`config.mk`:
```
export PLATFORM = sky130hd
export DESIGN_NAME = burst_sram_front
export DESIGN_NICKNAME = d
export VERILOG_FILES = /design/src/rtl/burst_sram_pkg.sv /design/src/rtl/burst_ctrl.sv /design/src/rtl/burst_addr.sv /design/src/rtl/burst_data.sv /design/src/rtl/burst_sram_front.sv
export SDC_FILE = /design/constraint.sdc
export NUM_CORES = 1
export LEC_CHECK = 0
export BUFFER_PORTS_ARGS = -buffer_cell sky130_fd_sc_hd__buf_2
export CORE_ASPECT_RATIO = 1.5
export CORE_MARGIN = 2
export CORE_UTILIZATION = 60
export DETAILED_ROUTE_END_ITERATION = 16
export PLACE_DENSITY = 0.78
export SYNTH_ARGS = -nofsm -noshare
export SYNTH_HDL_FRONTEND = slang
export SYNTH_SLANG_ARGS = --single-unit
```
`constraint.sdc`:
```
create_clock -name clk -period 4 [get_ports clk]
set_input_delay 0.8 -clock clk [delete_from_list [all_inputs] [get_ports clk]]
set_output_delay 0.8 -clock clk [all_outputs]
set_load 0.01 [all_outputs]
```
`src/rtl/burst_sram_pkg.sv`:
```
package burst_sram_pkg;
  // per-edge strobes from the control to the datapath
  typedef struct packed {
    logic access;   // an array access happens at this edge
    logic wrEn;     // that access is a write
    logic load;     // capture a new burst base
    logic advance;  // step to the next beat
  } ctl_t;
endpackage

```
`src/rtl/burst_ctrl.sv`:
```
module burst_ctrl
  import burst_sram_pkg::*;
(
  input  logic clk,
  input  logic rstN,
  input  logic procStrobeN,
  input  logic ctrlStrobeN,
  input  logic chipEnN,
  input  logic advanceN,
  input  logic writeN,
  input  logic sleep,
  output ctl_t ctl
);
  logic selected;
  logic procOk, ctrlHit, deselect, startAny, awake;

  always_comb begin
    awake    = !sleep;
    // processor strobe counts only under chip enable, and then wins
    procOk   = !procStrobeN && !chipEnN;
    ctrlHit  = !ctrlStrobeN && !procOk;
    deselect = ctrlHit && chipEnN;
    startAny = procOk || (ctrlHit && !chipEnN);
    ctl.access  = awake && selected && !deselect;
    ctl.wrEn    = ctl.access && !writeN && !procOk;
    ctl.load    = awake && startAny;
    ctl.advance = ctl.access && !advanceN && !startAny;
  end

  always_ff @(posedge clk) begin
    if (!rstN) begin
      selected <= 1'b0;
    end else if (awake) begin
      if (deselect)      selected <= 1'b0;
      else if (startAny) selected <= 1'b1;
    end
  end
endmodule

```
`src/rtl/burst_addr.sv`:
```
module burst_addr #(
  parameter int ADDR_W    = 6,
  parameter int BURST_LEN = 4
) (
  input  logic              clk,
  input  logic              rstN,
  input  logic              burstMode,
  input  logic              load,
  input  logic              advance,
  input  logic [ADDR_W-1:0] addrIn,
  output logic [ADDR_W-1:0] curAddr
);
  localparam int LOW_W = $clog2(BURST_LEN);

  logic [ADDR_W-1:0] base;
  logic [LOW_W-1:0]  beat;
  logic [LOW_W-1:0]  lowBits;

  always_ff @(posedge clk) begin
    if (!rstN) begin
      base <= '0;
      beat <= '0;
    end else if (load) begin
      base <= addrIn;
      beat <= '0;
    end else if (advance) begin
      beat <= beat + 1'b1;   // wraps inside the block
    end
  end

  // linear, R6 interleaved; upper bits never carry
  always_comb begin
    if (burstMode) lowBits = base[LOW_W-1:0] ^ beat;
    else           lowBits = base[LOW_W-1:0] + beat;
    curAddr = {base[ADDR_W-1:LOW_W], lowBits};
  end
endmodule

```
`src/rtl/burst_data.sv`:
```
module burst_data
  import burst_sram_pkg::*;
#(
  parameter int ADDR_W = 6,
  parameter int LANES  = 2,
  parameter int LANE_W = 9
) (
  input  logic                    clk,
  input  logic                    rstN,
  input  ctl_t                    ctl,
  input  logic                    burstMode,
  input  logic [ADDR_W-1:0]       addrIn,
  input  logic [LANES-1:0]        byteWeN,
  input  logic                    outEnN,
  input  logic                    sleep,
  input  logic [LANES*LANE_W-1:0] dataIn,
  output logic [LANES*LANE_W-1:0] dataOut,
  output logic                    dataOutEn
);
  localparam int DEPTH = 1 << ADDR_W;

  logic [ADDR_W-1:0] curAddr;
  logic              driveReg;

  burst_addr #(.ADDR_W(ADDR_W), .BURST_LEN(4)) addr_i (
    .clk      (clk),
    .rstN     (rstN),
    .burstMode(burstMode),
    .load     (ctl.load),
    .advance  (ctl.advance),
    .addrIn   (addrIn),
    .curAddr  (curAddr)
  );

  // one storage column and read register slice per lane; parity rides along
  for (genvar g = 0; g < LANES; g++) begin : g_lane
    logic [LANE_W-1:0] laneMem [DEPTH];
    logic [LANE_W-1:0] laneRd;

    always_ff @(posedge clk) begin
      if (ctl.wrEn && !byteWeN[g])
        laneMem[curAddr] <= dataIn[g*LANE_W +: LANE_W];
    end

    always_ff @(posedge clk) begin
      if (!rstN)                        laneRd <= '0;
      else if (ctl.access && !ctl.wrEn) laneRd <= laneMem[curAddr];
    end

    assign dataOut[g*LANE_W +: LANE_W] = laneRd;
  end

  // drive only after a read edge
  always_ff @(posedge clk) begin
    if (!rstN) driveReg <= 1'b0;
    else       driveReg <= ctl.access && !ctl.wrEn;
  end

  assign dataOutEn = driveReg && !outEnN && !sleep;
endmodule

```
`src/rtl/burst_sram_front.sv`:
```
module burst_sram_front
  import burst_sram_pkg::*;
#(
  parameter int ADDR_W = 6,
  parameter int LANES  = 2,
  parameter int LANE_W = 9
) (
  input  logic                    clk,
  input  logic                    rstN,
  input  logic [ADDR_W-1:0]       addrIn,
  input  logic                    procStrobeN,
  input  logic                    ctrlStrobeN,
  input  logic                    chipEnN,
  input  logic                    advanceN,
  input  logic                    writeN,
  input  logic [LANES-1:0]        byteWeN,
  input  logic                    outEnN,
  input  logic                    sleep,
  input  logic                    burstMode,
  input  logic [LANES*LANE_W-1:0] dataIn,
  output logic [LANES*LANE_W-1:0] dataOut,
  output logic                    dataOutEn
);
  ctl_t ctl;

  burst_ctrl ctrl_i (
    .clk        (clk),
    .rstN       (rstN),
    .procStrobeN(procStrobeN),
    .ctrlStrobeN(ctrlStrobeN),
    .chipEnN    (chipEnN),
    .advanceN   (advanceN),
    .writeN     (writeN),
    .sleep      (sleep),
    .ctl        (ctl)
  );

  burst_data #(.ADDR_W(ADDR_W), .LANES(LANES), .LANE_W(LANE_W)) data_i (
    .clk      (clk),
    .rstN     (rstN),
    .ctl      (ctl),
    .burstMode(burstMode),
    .addrIn   (addrIn),
    .byteWeN  (byteWeN),
    .outEnN   (outEnN),
    .sleep    (sleep),
    .dataIn   (dataIn),
    .dataOut  (dataOut),
    .dataOutEn(dataOutEn)
  );
endmodule

```
After elaboration in Yosys (flattened, before gate mapping)
Memory sizes are Yosys's and may differ from the RTL's. A register that Yosys moved wholly into a read port is not among the register bits.
Index checks and enable logic that the tools add are counted.
{ "totals": {"regBits": 10, "latchBits": 0, "ram_bits": 1152, "mem_bits_ro": 0, "out_inout_bits": 19, "elab_cells": 53, "memories": 2} }
{ "op_classes": {"addsub": 2, "multipliers": 0, "n_div": 0, "n_lt_le_gt_ge": 0, "eq_ne": 0, "shifts": 0, "n_mux": 7, "bitwise": 3, "reduce_logical": 35} }
{ "memory_table": {"columns": ["memory", "depth", "width", "rd", "rd_ports_with_merged_regs", "write_ports", "line_no", "rtl"], "rows": [
  ["data_i.g_lane[0].laneMem", 64, 9, 1, 1, 1, "burst_data.sv:37", "logic [LANE_W-1:0] laneMem [DEPTH];"],
  ["data_i.g_lane[1].laneMem", 64, 9, 1, 1, 1, "burst_data.sv:37", null]
]} }
{ "ops": {"columns": ["op", "n"], "rows": [
  ["$logic_and A1 B1 Y1", 16],
  ["$logic_not A1 Y1", 15],
  ["$mux W1", 6],
  ["$add A2 B1 Y2 const B", 1],
  ["$add A2 B2 Y2", 1],
  ["$mux W2", 1],
  ["$not A1 Y1", 2],
  ["$reduce_and A2 Y1", 1],
  ["$reduce_bool A2 Y1", 1],
  ["$reduce_or A2 Y1", 1],
  ["$xor A2 B2 Y2", 1],
  ["$logic_or A1 B1 Y1", 1]
]} }

Longest topological paths before layout
{ "depth": {"ltp_word": 12, "mapped_depth": 10, "mapped_depth_nobuf": 7} }

Modules after synthesis
A second synthesis with hierarchy kept.
{ "hier_totals": {"cells_unflattened": 2620, "hier_area_um2": 46066.7} }
{ "modules_own_cells": {"columns": ["mod", "n_inst", "cells_per_inst", "area_per_inst_um2"], "rows": [
  ["burst_data", 1, 2573, 45581.2],
  ["burst_addr", 1, 36, 391.6],
  ["burst_ctrl", 1, 11, 93.8]
]} }

Worst setup path after synthesis
Ideal clock, no wire load.
{ "synth_path": {"kind": "input -> register", "start": "input burstMode", "end": "memory data_i.g_lane[0].laneMem[27][0] (enable)", "arrival_ps": 2697, "path_slack_ps": 929, "cell_stages": 7, "n_path_buf": 2, "cell_sequence": "nor2b_1 xor2_2 nor2_1 clkbuf_1 nand2_1 clkbuf_1 nor2_1"} }
{ "synth_via": {"elab_chain_len": 1} }
{ "synth_lines": {"columns": ["item", "line_no", "rtl"], "rows": [
  ["start: declaration", "burst_sram_front.sv:19", "input logic burstMode,"],
  ["$mux W2", "burst_addr.sv:33", "if (burstMode) lowBits = base[LOW_W-1:0] ^ beat;"],
  ["end: declaration", "burst_data.sv:37", null]
]} }
Every way passes these cells.

Worst setup path in the final report
{ "layout_path": {"start": "register data_i.addr_i.beat[0]", "end": "register data_i.g_lane[0].laneRd[6] (read register of data_i.g_lane[0].laneMem)"} }
{ "layout_via": {"elab_chain_len": 2, "elab_cells_between_ends": 3, "cone_classes": "add/sub: 1; mux: 1; bitwise: 1"} }
{ "layout_lines": {"columns": ["item", "line_no", "rtl"], "rows": [
  ["start: declaration", "burst_addr.sv:16", "logic [LOW_W-1:0] beat;"],
  ["start signal: assignment", "burst_addr.sv:27", "beat <= beat + 1'b1;"],
  ["$add A2 B2 Y2 or $xor A2 B2 Y2 (tied branches)", "burst_addr.sv:34, burst_addr.sv:33", null],
  ["$mux W2 *", "burst_addr.sv:33", null],
  ["end: declaration", "burst_data.sv:38", "logic [LANE_W-1:0] laneRd;"]
]} }
Mark *: on every way between the ends. The rest lies on a longest branch, timed or not.
A chain may end at the register's enable or synchronous reset.

==> flow_summary.ini <==
[timing]
finalClockSkew_ps = 22.2
timing.final.setup_violations = 0
tightest_slew_ps = 1120
fin_crit_sh = 0.889
rsz0062_at_grt = no
slew_viol_final = 0
timing.hold.ws_ps = 385
fmaxAchievable_ghz = 0.281
timing.final.hold_violations = 0
relSlewSlack = 0.233
layout_min_cycle_time_ps = 3560
setup_total_negative_slack_ps = 0

[global_routing]
grt.overflow.total = 0
groute.usage.overall = 0.295
grt_start_max_net_pins = 105
first_global_vias = 27536
antenna_found_initial = 8
global_route_wire_length_before_repair_um = 175000

[power]
worst_ir_drop_vdd_mv = 0.421
power.density_nw_per_um2 = 459
leakage_nw = 16.0

[clocking]
clock_tree.htree_level_count = 3
sinks_on_the_clock_net = 1180
cts_made_buffers = 99
maximum_buffer_depth_of_the_clock_tree = 3
clock-root-buffer = sky130_fd_sc_hd__clkbuf_16
tritoncts = built
cts.repair.resized = 0
worst_skew_pair.late_latency_ps = 690
cts_hold_buf = 0
cts.clk_slew.worst_paths_ps = 70
postCtsSetupRepairBufs = 0

[synth]
mappedNetlistArea_sq_um = 47100
yosys_warns = 0
synthesis.instances = 2893
avgSynthCellArea_sq_um = 16.3
dominantRegCellSynth = sky130_fd_sc_hd__edfxtp_1
part_of_the_yosys_area_used_for_sequential_elements = 0.746
postSynth.asyncResetShare = 0
synth-seq-cells = 1180
post_synth_num_cell_types = 45
edff_count_synth = 1152
synth_fp_nets = 2930

[cells_and_area]
filler_cell_count = 4953
post_route_cells_drive_above_1_share = 0.146
synthToLayoutAreaGrowth_pct = 12.6
antenna_cells_inserted = 0
layout.nets = 3099

[run_status]
status = finished, final reports clean

[setup_path]
worstPathRequired_ps = 4520
timing.critical_path.from_type = flip-flop
rr_endpoint = data_i.g_lane[0].laneRd[6]
reg2reg_depth = 9
register_to_register_setup_slack_ps = 440
end_kind = flip-flop
cp_max_fo = 73
timing.setup.critical_path_class = flip-flop to flip-flop
r2r_start = data_i.addr_i.beat[0]
worst_ep_arrival_time_ps = 4070

[hold_path]
holdCritPathClass = primary input to flip-flop
holdPathEnd = data_i.addr_i.base[0]
timing.hold.worst.start = addrIn[0]
holdPathStages = 3

[die]
num_io_pins = 55
core_region_sq_um = 77600
die_x_um = 233
floorplan.die_area_sq_um = 80800
fp.dieH_um = 347
initial_core_util = 0.607
std_cell_rows = 125

[placed_design]
gp_congestion = 0.962
numPortBuffers = 54
hpwlAfterDp_um = 76100

[route]
dr.pass1.iters = 7
vias = 27763
detail_route.wirelength_um = 118000
route.antenna.remaining_nets = 0
detail_route.wl_per_cell_um = 28.4
post_drt_via_cell_ratio = 6.67
first_iter_violations = 3972
drc = 0

[run]
max-cap-violations = 0
[worst max-delay path by stage]
| stage | from | end | slack (ps) | depth (start not counted) |
|---|---|---|---|---|
| after floorplan | burstMode | data_i.g_lane[0].laneMem[27][0] | 930 | 7 |
| after global routing | data_i.addr_i.beat[0] | data_i.g_lane[0].laneRd[8] | 240 | 8 |
| after detailed placement | burstMode | data_i.g_lane[0].laneRd[4] | 120 | 10 |
| final | data_i.addr_i.beat[0] | data_i.g_lane[0].laneRd[6] | 440 | 9 |
| after CTS | data_i.addr_i.beat[0] | data_i.g_lane[0].laneRd[4] | 440 | 10 |
| after global placement | burstMode | data_i.g_lane[1].laneRd[4] | 150 | 11 |
[registers in the layout (all words and copies together), names as in the netlist]
signal	flops
data_i.addr_i.beat	2
data_i.addr_i.base	6
ctrl_i.selected	1
data_i.g_lane.laneMem	1152
data_i.g_lane.laneRd	18
data_i.driveReg	1
[cells by family after synthesis]
kind of cell / after synthesis / share of synthesized area
XOR/XNOR: 5 / 0.00165
buffers and inverters: 214 / 0.0186
multiplexers: 505 / 0.108
AND/OR/NAND/NOR: 706 / 0.0723
AO/OA/AOI/OAI: 282 / 0.0530
adder cells (fa/ha/maj): 1 / 0.000266
flip-flops: 1180 / 0.746
[synth_stat cells (4+ instances only)]
cell type,instances,area share
sky130_fd_sc_hd__edfxtp_1,1152,0.73
sky130_fd_sc_hd__mux2i_1,487,0.10
sky130_fd_sc_hd__nor3_1,487,0.052
sky130_fd_sc_hd__clkbuf_1,142,0.011
sky130_fd_sc_hd__nor2_1,137,0.011
sky130_fd_sc_hd__o41a_1,72,0.017
sky130_fd_sc_hd__a22oi_1,68,0.011
sky130_fd_sc_hd__buf_2,51,0.0054
sky130_fd_sc_hd__o41ai_1,37,0.0069
sky130_fd_sc_hd__nand2_1,33,0.0026
sky130_fd_sc_hd__dfxtp_1,28,0.012
sky130_fd_sc_hd__o21ai_0,19,0.0020
sky130_fd_sc_hd__a2111oi_0,18,0.0033
sky130_fd_sc_hd__a31oi_1,18,0.0024
sky130_fd_sc_hd__mux2_2,18,0.0043
sky130_fd_sc_hd__nor4_1,18,0.0024
sky130_fd_sc_hd__o2111a_1,18,0.0043
sky130_fd_sc_hd__a41o_1,17,0.0036
sky130_fd_sc_hd__buf_1,17,0.0014
sky130_fd_sc_hd__a21boi_0,7,0.0011
sky130_fd_sc_hd__or3_1,6,0.00080
sky130_fd_sc_hd__and3_1,5,0.00066
sky130_fd_sc_hd__a22o_1,4,0.00074
sky130_fd_sc_hd__nand3_1,4,0.00043
sky130_fd_sc_hd__nor3_2,4,0.00085
[power by group]
group | internal [mW] | switching [mW]
Sequential | 13.6 | 0.0183
Clock | 5.32 | 4.30
Combinational | 0.359 | 0.799
Total | 19.2 | 5.11
[routing by layer]
metal	vias up	wire length [um]	share of wire	global-route usage
li1	11941	-	-	-
met1	13855	41600	0.35	0.370
met2	1592	59200	0.50	0.495
met3	367	10100	0.085	0.0420
met4	8	7370	0.062	0.161
met5	-	69	0.00058	0
[critical path, cell delays in order, from the launching register on]
cell	delay, ps
sky130_fd_sc_hd__dfxtp_1	410
sky130_fd_sc_hd__ha_4	140
sky130_fd_sc_hd__nor2b_1	340
sky130_fd_sc_hd__buf_4	210
sky130_fd_sc_hd__xnor2_4	230
sky130_fd_sc_hd__buf_12	310
sky130_fd_sc_hd__nor3_1	110
sky130_fd_sc_hd__o41a_1	470
sky130_fd_sc_hd__nor4_1	820
sky130_fd_sc_hd__a31oi_1	220
[cells in the final DEF, fill, tap and decap left out, types with 18 or more instances in the layout]
cell type / n
sky130_fd_sc_hd__nand2_1: 33
sky130_fd_sc_hd__o41a_1: 72
sky130_fd_sc_hd__a2111oi_0: 18
sky130_fd_sc_hd__buf_2: 54
sky130_fd_sc_hd__nor4_1: 18
sky130_fd_sc_hd__mux2i_1: 487
sky130_fd_sc_hd__mux2_2: 18
sky130_fd_sc_hd__o21ai_0: 19
sky130_fd_sc_hd__nor3_1: 486
sky130_fd_sc_hd__clkbuf_1: 20
sky130_fd_sc_hd__o41ai_1: 37
sky130_fd_sc_hd__buf_4: 202
sky130_fd_sc_hd__clkinv_2: 24
sky130_fd_sc_hd__nor2_1: 135
sky130_fd_sc_hd__dfxtp_1: 27
sky130_fd_sc_hd__o2111a_1: 18
sky130_fd_sc_hd__a31oi_1: 18
sky130_fd_sc_hd__clkinv_1: 21
sky130_fd_sc_hd__a22oi_1: 68
sky130_fd_sc_hd__clkbuf_16: 100
sky130_fd_sc_hd__edfxtp_1: 1152
sky130_fd_sc_hd__buf_12: 23
[area by class of cell]
cell class | instances | area (sq um) | share of cell area
tap | 1016 | 1270 | 0.0240
clock inverter | 67 | 628 | 0.0118
multi-input combinational | 1499 | 11100 | 0.210
inverter | 2 | 15.0 | 0.000283
sequential | 1180 | 35200 | 0.663
clock buffer | 120 | 2580 | 0.0486
timing repair buffer | 280 | 2260 | 0.0426
[per-stage QoR]
stage | util | setup slack [ps] | area [sq um] | cells | power, mW
6_report | 0.684 | 444 | 53000 | 4164 | 24.3
5_1_grt | 0.684 | 242 | 53000 | 4164 | 24.9
4_1_cts | 0.684 | 442 | 53000 | 4163 | 24.4
3_5_place_dp | 0.642 | 117 | 49800 | 3976 | 15.0
3_3_place_gp | 0.642 | 152 | 49800 | 3976 | 14.9
2_1_floorplan | - | 929 | 47100 | 2893 | 14.4
Power figures use the tool's default switching activity.
